==> src/rtl/vdec_err_pkg.sv <==
package vdec_err_pkg;

  localparam int NCAUSE = 7;

  // Flag bit positions; the cause code is bit index + 1 (lower index wins)
  localparam int B_TO   = 0;
  localparam int B_VLD  = 1;
  localparam int B_MB   = 2;
  localparam int B_SUB  = 3;
  localparam int B_REF  = 4;
  localparam int B_DQ   = 5;
  localparam int B_COEF = 6;

  typedef enum logic [1:0] {
    SL_I = 2'd0,
    SL_P = 2'd1,
    SL_B = 2'd2,
    SL_X = 2'd3
  } slice_e;

  localparam logic [2:0] SK_MBT = 3'd0;
  localparam logic [2:0] SK_SUB = 3'd1;
  localparam logic [2:0] SK_IPM = 3'd2;
  localparam logic [2:0] SK_REF = 3'd3;
  localparam logic [2:0] SK_DQ  = 3'd4;

  localparam int IPM_MAX = 7;
  localparam int DQ_LO   = -26;
  localparam int DQ_HI   = 25;

  function automatic int mb_max(input logic [1:0] sl);
    case (sl)
      SL_P:    return 30;
      SL_B:    return 48;
      default: return 25;
    endcase
  endfunction

  // -1 means no value is legal (intra slices carry no sub-partitions)
  function automatic int sub_max(input logic [1:0] sl);
    case (sl)
      SL_P:    return 2;
      SL_B:    return 11;
      default: return -1;
    endcase
  endfunction

  function automatic logic [2:0] cause_code(input logic [NCAUSE-1:0] ev);
    logic [2:0] code;
    code = 3'd0;
    for (int i = NCAUSE - 1; i >= 0; i--) begin
      if (ev[i]) code = 3'(i + 1);
    end
    return code;
  endfunction

endpackage

==> src/rtl/vdec_syn_chk.sv <==
module vdec_syn_chk
  import vdec_err_pkg::*;
#(
  parameter int VAL_W = 8,
  parameter int REF_W = 6
) (
  input  logic             clk,
  input  logic             rst_n,
  input  logic [1:0]       cfg_slice_type,
  input  logic [REF_W-1:0] cfg_num_ref,
  input  logic             syn_valid,
  input  logic [2:0]       syn_kind,
  input  logic [VAL_W-1:0] syn_value,
  output logic             ev_mb,
  output logic             ev_sub,
  output logic             ev_ref,
  output logic             ev_dq
);

  int uval;
  int sval;
  int mb_lim;
  int sub_lim;

  always_comb begin
    uval    = int'(syn_value);
    sval    = int'($signed(syn_value));
    mb_lim  = mb_max(cfg_slice_type);
    sub_lim = sub_max(cfg_slice_type);
    ev_mb   = syn_valid && (syn_kind == SK_MBT) && (uval > mb_lim);
    ev_sub  = syn_valid && (((syn_kind == SK_SUB) && (uval > sub_lim)) ||
                            ((syn_kind == SK_IPM) && (uval > IPM_MAX)));
    ev_ref  = syn_valid && (syn_kind == SK_REF) && (uval >= int'(cfg_num_ref));
    ev_dq   = syn_valid && (syn_kind == SK_DQ) && ((sval < DQ_LO) || (sval > DQ_HI));
  end

  AST_QUIET_WITHOUT_VALID: assert property (@(posedge clk) disable iff (!rst_n)
    !syn_valid |-> !(ev_mb || ev_sub || ev_ref || ev_dq));
  AST_ONE_SYNTAX_CAUSE: assert property (@(posedge clk) disable iff (!rst_n)
    $countones({ev_mb, ev_sub, ev_ref, ev_dq}) <= 1);

endmodule

==> src/rtl/vdec_coef_cnt.sv <==
module vdec_coef_cnt #(
  parameter int MAX_COEF = 64
) (
  input  logic clk,
  input  logic rst_n,
  input  logic coef_mode,
  input  logic blk_start,
  input  logic coef_valid,
  output logic ev_coef
);

  localparam int CW = $clog2(MAX_COEF + 2);
  localparam logic [CW-1:0] LIM = CW'(MAX_COEF + 1);

  logic [CW-1:0] cnt_q;
  logic [CW-1:0] base;
  logic [CW-1:0] cnt_d;
  logic          inc;

  always_comb begin
    base    = blk_start ? '0 : cnt_q;
    inc     = coef_valid && (base != LIM);
    cnt_d   = inc ? base + 1'b1 : base;
    ev_coef = coef_mode && inc && (cnt_d == LIM);
  end

  always_ff @(posedge clk or negedge rst_n) begin
    if (!rst_n) cnt_q <= '0;
    else        cnt_q <= cnt_d;
  end

  AST_NO_OVERFLOW: assert property (@(posedge clk) disable iff (!rst_n)
    cnt_q <= LIM);
  AST_COEF_ONCE: assert property (@(posedge clk) disable iff (!rst_n)
    ev_coef && !blk_start |=> !ev_coef);

endmodule

==> src/rtl/vdec_dec_timer.sv <==
module vdec_dec_timer #(
  parameter int TMR_W = 16
) (
  input  logic             clk,
  input  logic             rst_n,
  input  logic [TMR_W-1:0] cfg_timeout,
  input  logic             dec_start,
  input  logic             dec_done,
  input  logic             strm_empty,
  output logic             ev_to,
  output logic             ev_vld
);

  logic             run_q;
  logic             fired_q;
  logic [TMR_W-1:0] cnt_q;

  always_comb begin
    ev_to  = run_q && !fired_q && !dec_done && !dec_start && (cnt_q >= cfg_timeout);
    ev_vld = run_q && strm_empty && !dec_done;
  end

  always_ff @(posedge clk or negedge rst_n) begin
    if (!rst_n) begin
      run_q   <= 1'b0;
      fired_q <= 1'b0;
      cnt_q   <= '0;
    end else if (dec_start) begin
      run_q   <= 1'b1;
      fired_q <= 1'b0;
      cnt_q   <= '0;
    end else if (run_q) begin
      if (dec_done) begin
        run_q <= 1'b0;
      end else if (ev_to) begin
        fired_q <= 1'b1;
      end else if (!fired_q) begin
        cnt_q <= cnt_q + 1'b1;
      end
    end
  end

  AST_TIMEOUT_ONCE: assert property (@(posedge clk) disable iff (!rst_n)
    ev_to |=> !ev_to);
  AST_IDLE_NO_TIMEOUT: assert property (@(posedge clk) disable iff (!rst_n)
    !run_q |-> !ev_to);

endmodule

==> src/rtl/vdec_err_collect.sv <==
module vdec_err_collect
  import vdec_err_pkg::*;
(
  input  logic              clk,
  input  logic              rst_n,
  input  logic [NCAUSE-1:0] ev,
  input  logic [NCAUSE-1:0] clr,
  output logic [NCAUSE-1:0] err_flags,
  output logic [2:0]        err_cause,
  output logic              err_irq
);

  logic [NCAUSE-1:0] fresh;

  always_comb fresh = ev & ~err_flags;

  always_ff @(posedge clk or negedge rst_n) begin
    if (!rst_n) begin
      err_flags <= '0;
      err_cause <= 3'd0;
      err_irq   <= 1'b0;
    end else begin
      err_flags <= (err_flags & ~clr) | ev;
      err_irq   <= |fresh;
      if (|ev) err_cause <= cause_code(ev);
    end
  end

  AST_FLAGS_STICKY: assert property (@(posedge clk) disable iff (!rst_n)
    ($past(err_flags) & ~$past(clr) & ~err_flags) == '0);
  AST_IRQ_HAS_FLAG: assert property (@(posedge clk) disable iff (!rst_n)
    err_irq |-> (err_flags != '0));
  AST_IRQ_HAS_CAUSE: assert property (@(posedge clk) disable iff (!rst_n)
    err_irq |-> (err_cause != 3'd0));

endmodule

==> src/rtl/vdec_err_mon.sv <==
module vdec_err_mon
  import vdec_err_pkg::*;
#(
  parameter int VAL_W    = 8,
  parameter int REF_W    = 6,
  parameter int TMR_W    = 16,
  parameter int MAX_COEF = 64
) (
  input  logic             clk,
  input  logic             rst_n,
  input  logic [1:0]       cfg_slice_type,
  input  logic [REF_W-1:0] cfg_num_ref,
  input  logic [TMR_W-1:0] cfg_timeout,
  input  logic             coef_mode,
  input  logic             syn_valid,
  input  logic [2:0]       syn_kind,
  input  logic [VAL_W-1:0] syn_value,
  input  logic             blk_start,
  input  logic             coef_valid,
  input  logic             dec_start,
  input  logic             dec_done,
  input  logic             strm_empty,
  input  logic [6:0]       err_clr,
  output logic [6:0]       err_flags,
  output logic [2:0]       err_cause,
  output logic             err_irq
);

  logic ev_mb, ev_sub, ev_ref, ev_dq, ev_coef, ev_to, ev_vld;
  logic [NCAUSE-1:0] ev_all;

  vdec_syn_chk #(.VAL_W(VAL_W), .REF_W(REF_W)) u_syn (
    .clk(clk), .rst_n(rst_n),
    .cfg_slice_type(cfg_slice_type), .cfg_num_ref(cfg_num_ref),
    .syn_valid(syn_valid), .syn_kind(syn_kind), .syn_value(syn_value),
    .ev_mb(ev_mb), .ev_sub(ev_sub), .ev_ref(ev_ref), .ev_dq(ev_dq)
  );

  vdec_coef_cnt #(.MAX_COEF(MAX_COEF)) u_coef (
    .clk(clk), .rst_n(rst_n), .coef_mode(coef_mode),
    .blk_start(blk_start), .coef_valid(coef_valid), .ev_coef(ev_coef)
  );

  vdec_dec_timer #(.TMR_W(TMR_W)) u_tmr (
    .clk(clk), .rst_n(rst_n), .cfg_timeout(cfg_timeout),
    .dec_start(dec_start), .dec_done(dec_done), .strm_empty(strm_empty),
    .ev_to(ev_to), .ev_vld(ev_vld)
  );

  always_comb begin
    ev_all         = '0;
    ev_all[B_TO]   = ev_to;
    ev_all[B_VLD]  = ev_vld;
    ev_all[B_MB]   = ev_mb;
    ev_all[B_SUB]  = ev_sub;
    ev_all[B_REF]  = ev_ref;
    ev_all[B_DQ]   = ev_dq;
    ev_all[B_COEF] = ev_coef;
  end

  vdec_err_collect u_col (
    .clk(clk), .rst_n(rst_n), .ev(ev_all), .clr(err_clr),
    .err_flags(err_flags), .err_cause(err_cause), .err_irq(err_irq)
  );

endmodule

==> config.mk <==
export PLATFORM = sky130hd
export DESIGN_NAME = vdec_err_mon
export DESIGN_NICKNAME = d
export VERILOG_FILES = /design/src/rtl/vdec_err_pkg.sv /design/src/rtl/vdec_syn_chk.sv /design/src/rtl/vdec_coef_cnt.sv /design/src/rtl/vdec_dec_timer.sv /design/src/rtl/vdec_err_collect.sv /design/src/rtl/vdec_err_mon.sv
export SDC_FILE = /design/constraint.sdc
export NUM_CORES = 1
export LEC_CHECK = 0
export BUFFER_PORTS_ARGS = -buffer_cell sky130_fd_sc_hd__buf_2
export CAP_MARGIN = 30
export CORE_ASPECT_RATIO = 1.75
export CORE_UTILIZATION = 55
export DETAILED_ROUTE_END_ITERATION = 7
export PLACE_DENSITY = 0.81
export SYNTH_ARGS = -nofsm -noshare
export SYNTH_HDL_FRONTEND = slang
export SYNTH_SLANG_ARGS = --single-unit
==> constraint.sdc <==
create_clock -name clk -period 2.75 [get_ports clk]
set_input_delay 0.275 -clock clk [delete_from_list [all_inputs] [get_ports clk]]
set_output_delay 0.275 -clock clk [all_outputs]
set_load 0.02 [all_outputs]
==> flow_metrics.py <==
metrics = {
    "synth": {
        "synth_xor_area_share_pct": 3.44,
        "synthAdderAreaFrac_pct": 17.0,
        "synthSimpleGateAreaFrac_pct": 18.3,
        "async_reset_ff_share_pct": 100,
        "synthMuxAreaShare_pct": 3.13,
        "yosysWarnings": 0,
        "avgSynthCellArea_um2": 9.09,
        "yosysTopAreaCell": "dfrtp_1",
        "ys_seq_area_share_pct": 32.2,
        "synth_top_area_share_pct": 32.2,
        "syn_inst": 308,
        "synth_area_um2": 2800,
        "synth_flop_cell": "dfrtp_1",
        "synth-compound-area-share_pct": 19.2,
        "synth_edf_count": 0,
        "synth_cell_types": 52,
        "synth_seq_cells": 36,
        "ys_top_cells_by_area": "dfrtp_1 32%, ha_1 17%, inv_1 5.8%",
        "syn_nets": 397,
        "synth_top_family_by_area": "compound AO/OA/AOI/OAI gates",
    },
    "setup_path": {
        "rr_endpoint": "u_tmr.cnt_q[14]",
        "path_buf_inv": 0,
        "cp_cell_sequence": "ha_1 -> a21oi_2 -> o21ai_2 -> a2111oi_4 -> o21ai_2 -> a21oi_4 -> nand4_1 -> mux2_1",
        "max_stage_delay_ns": 0.42,
        "path_class": "flop to flop",
        "crit_top_cell": "o21ai_2",
        "cp-end-kind": "flop",
        "crit_family": "compound AO/OA/AOI/OAI gates",
        "slowest_stage": "dfrtp_1",
        "r2r-start": "u_tmr.cnt_q[13]",
        "cp.arrival_ns": 2.72,
        "path_max_fanout": 12,
        "cp-start-kind": "flop",
        "r2r_slack_ns": 0.21,
        "crit_required_ns": 2.93,
        "r2r_cells": 8,
    },
    "run_status": {
        "violations": "DRC",
        "status": "finished with violations",
    },
    "global_route": {
        "grt-ovfl-total": 0,
        "grt_pass1_vias": 2404,
        "grt_pass1_wl_um": 10300,
        "grt_max_degree": 37,
        "grt_usage_pct": 24.7,
        "antenna_found_initial": 0,
    },
    "drt": {
        "vias_per_cell": 5.78,
        "dr.pass1.iters": 6,
        "drtIter0Drc": 49,
        "drc": 2,
        "wirelength_um": 6170,
        "dr_total_vias": 2462,
        "wl_per_cell_um": 14.5,
        "postRouteAntennaNets": 0,
    },
    "timing": {
        "rsz0062_at_grt": "false",
        "min_period_ns": 2.54,
        "period_share_pct": 92.5,
        "worstMarginPinSlew_ns": 0.802,
        "slew_headroom_pct": 46.5,
        "finalHoldViolations": 0,
        "finalClockSkew_ns": 0.0118,
        "setup_violations": 0,
        "max_clock_freq_ghz": 0.393,
        "slew_violations": 0,
        "timing.setup.tns_ns": 0,
    },
    "floorplan": {
        "die_y_um": 96.4,
        "ios": 62,
        "start_util_pct": 56.7,
        "num_rows": 34,
        "core_um2": 4930,
        "die-area_um2": 5390,
        "die_w_um": 55.9,
    },
    "clock_network": {
        "post-cts-setup-buffers": 0,
        "clk_latency_ns": 0.29,
        "cts_root_buf": "clkbuf_8",
        "h-tree-depth": 2,
        "cts_num_sinks": 36,
        "cts_tree": "done",
        "cts_buffer_depth": 2,
        "cts_buffers": 5,
        "cts_resized": 0,
        "hold_buffers": 0,
        "cts.clk_slew.worst_paths_ns": 0.07,
    },
    "finish": {
        "nets": 460,
        "drive_gt1_share_pct": 22.0,
        "antennaDiodeCount": 0,
        "syn2layout_area_growth_pct": 15.6,
    },
    "power_and_ir_drop": {
        "vdd.ir_drop.worst_mv": 0.340,
        "switching_share_pct": 29.8,
        "p_seq_share_pct": 46.2,
        "p_int_w": 0.000871,
        "p_sw_w": 0.000369,
        "powerDensity_nw_per_um2": 383,
        "p_comb_share_pct": 22.0,
        "leakagePower_nw": 1.63,
        "power.total_w": 0.00124,
        "power.share.clock_pct": 31.8,
    },
    "placement": {
        "hpwlAfterDp_um": 5030,
        "io_buffers": 61,
        "gp_congestion": 0.843,
    },
    "job": {
        "drv_cap": 0,
    },
    "worst_hold_path": {
        "hold_class": "input pin to asynchronous set/reset pin",
    },
}
## Yosys cell counts, drive strengths merged, types with 2 or more instances
| cell type | n |
|---|---|
| a2111oi | 6 |
| a211o | 2 |
| a211oi | 7 |
| a21o | 3 |
| a21oi | 12 |
| a2bb2oi | 3 |
| and3 | 3 |
| buf | 2 |
| clkbuf | 3 |
| dfrtp | 36 |
| ha | 38 |
| inv | 43 |
| mux2 | 6 |
| mux2i | 2 |
| nand2 | 18 |
| nand2b | 4 |
| nand3 | 13 |
| nand4 | 12 |
| nor2 | 29 |
| nor2b | 9 |
| nor3 | 5 |
| nor3b | 2 |
| o2111ai | 3 |
| o211ai | 3 |
| o21a | 3 |
| o21ai | 14 |
| or4 | 2 |
| xnor2 | 10 |
## power by group through the flow
stage / logic (W) / registers [W] / clock network, W
after global placement: 0.000265 / 0.000582 / 0
after floorplan: 0.000148 / 0.000600 / 0
after global routing: 0.000311 / 0.000576 / 0.000426
after CTS: 0.000277 / 0.000573 / 0.000404
final: 0.000272 / 0.000573 / 0.000395
after detailed placement: 0.000275 / 0.000583 / 0
## kinds of logic after synthesis
group	Yosys count
multiplexers	8
buffers and inverters	48
adder cells (fa/ha/maj)	38
XOR/XNOR	11
AND/OR/NAND/NOR	102
flip-flops	36
AO/OA/AOI/OAI	65
## per-stage QoR
step / instance area (um^2) / utilization [%] / setup slack, ns / cells / hold slack [ns]
6_report: 3240 / 65.6 / 0.205 / 426 / 0.0581
5_1_grt: 3240 / 65.6 / 0.0371 / 426 / 0.132
3_5_place_dp: 3140 / 63.7 / 0.121 / 418 / 0.416
4_1_cts: 3240 / 65.6 / 0.180 / 426 / 0.0940
3_3_place_gp: 3140 / 63.7 / 0.190 / 418 / 0.407
2_1_floorplan: 2800 / - / 0.474 / 308 / -0.0206
## layer usage
metal,up-vias,wire (um),global-route usage (%)
li1,1219,-,-
met1,1143,2240,23.5
met2,78,3390,49.0
met3,22,262,4.13
met4,0,274,14.4
met5,-,0,0
## worst max path at each step
| stage | from | endpoint | depth (start not counted) |
|---|---|---|---|
| global placement | cfg_slice_type[0] | u_col.err_cause[2] | 12 |
| CTS | u_tmr.cnt_q[13] | u_tmr.cnt_q[14] | 8 |
| finish | u_tmr.cnt_q[13] | u_tmr.cnt_q[14] | 8 |
| floorplan | u_tmr.cnt_q[13] | u_tmr.cnt_q[11] | 9 |
| global route | u_tmr.cnt_q[13] | u_tmr.cnt_q[14] | 8 |
| detailed placement | cfg_slice_type[0] | u_col.err_cause[2] | 12 |
## flip-flops by register name (all words and copies together) (netlist names)
signal and flops:
u_tmr.cnt_q 16, u_coef.cnt_q 7, u_col.err_cause 3, u_tmr.run_q 1, u_col.err_irq 1, u_tmr.fired_q 1, u_col.err_flags 7
## final cells by class
| type | count | area, um^2 |
|---|---|---|
| Multi-Input combinational cell | 224 | 1710 |
| Fill cell | 445 | 1700 |
| Sequential cell | 36 | 901 |
| Timing Repair Buffer | 61 | 305 |
| Inverter | 43 | 161 |
| Clock buffer | 6 | 82.6 |
| Tap cell | 54 | 67.6 |
| Clock inverter | 2 | 10.0 |
## cell usage in the layout, fill, tap and decap left out, types with 5 or more instances in the layout
| cell type | instances |
|---|---|
| nand3_1 | 13 |
| a21oi_1 | 9 |
| nand2_1 | 18 |
| buf_2 | 61 |
| ha_1 | 38 |
| nor2_1 | 29 |
| o21ai_0 | 11 |
| nand4_1 | 12 |
| dfrtp_1 | 36 |
| a211oi_1 | 7 |
| clkbuf_8 | 6 |
| xnor2_1 | 10 |
| nor2b_1 | 9 |
| nor3_1 | 5 |
| inv_1 | 43 |
Note: power is estimated with default switching activity, not from simulation.
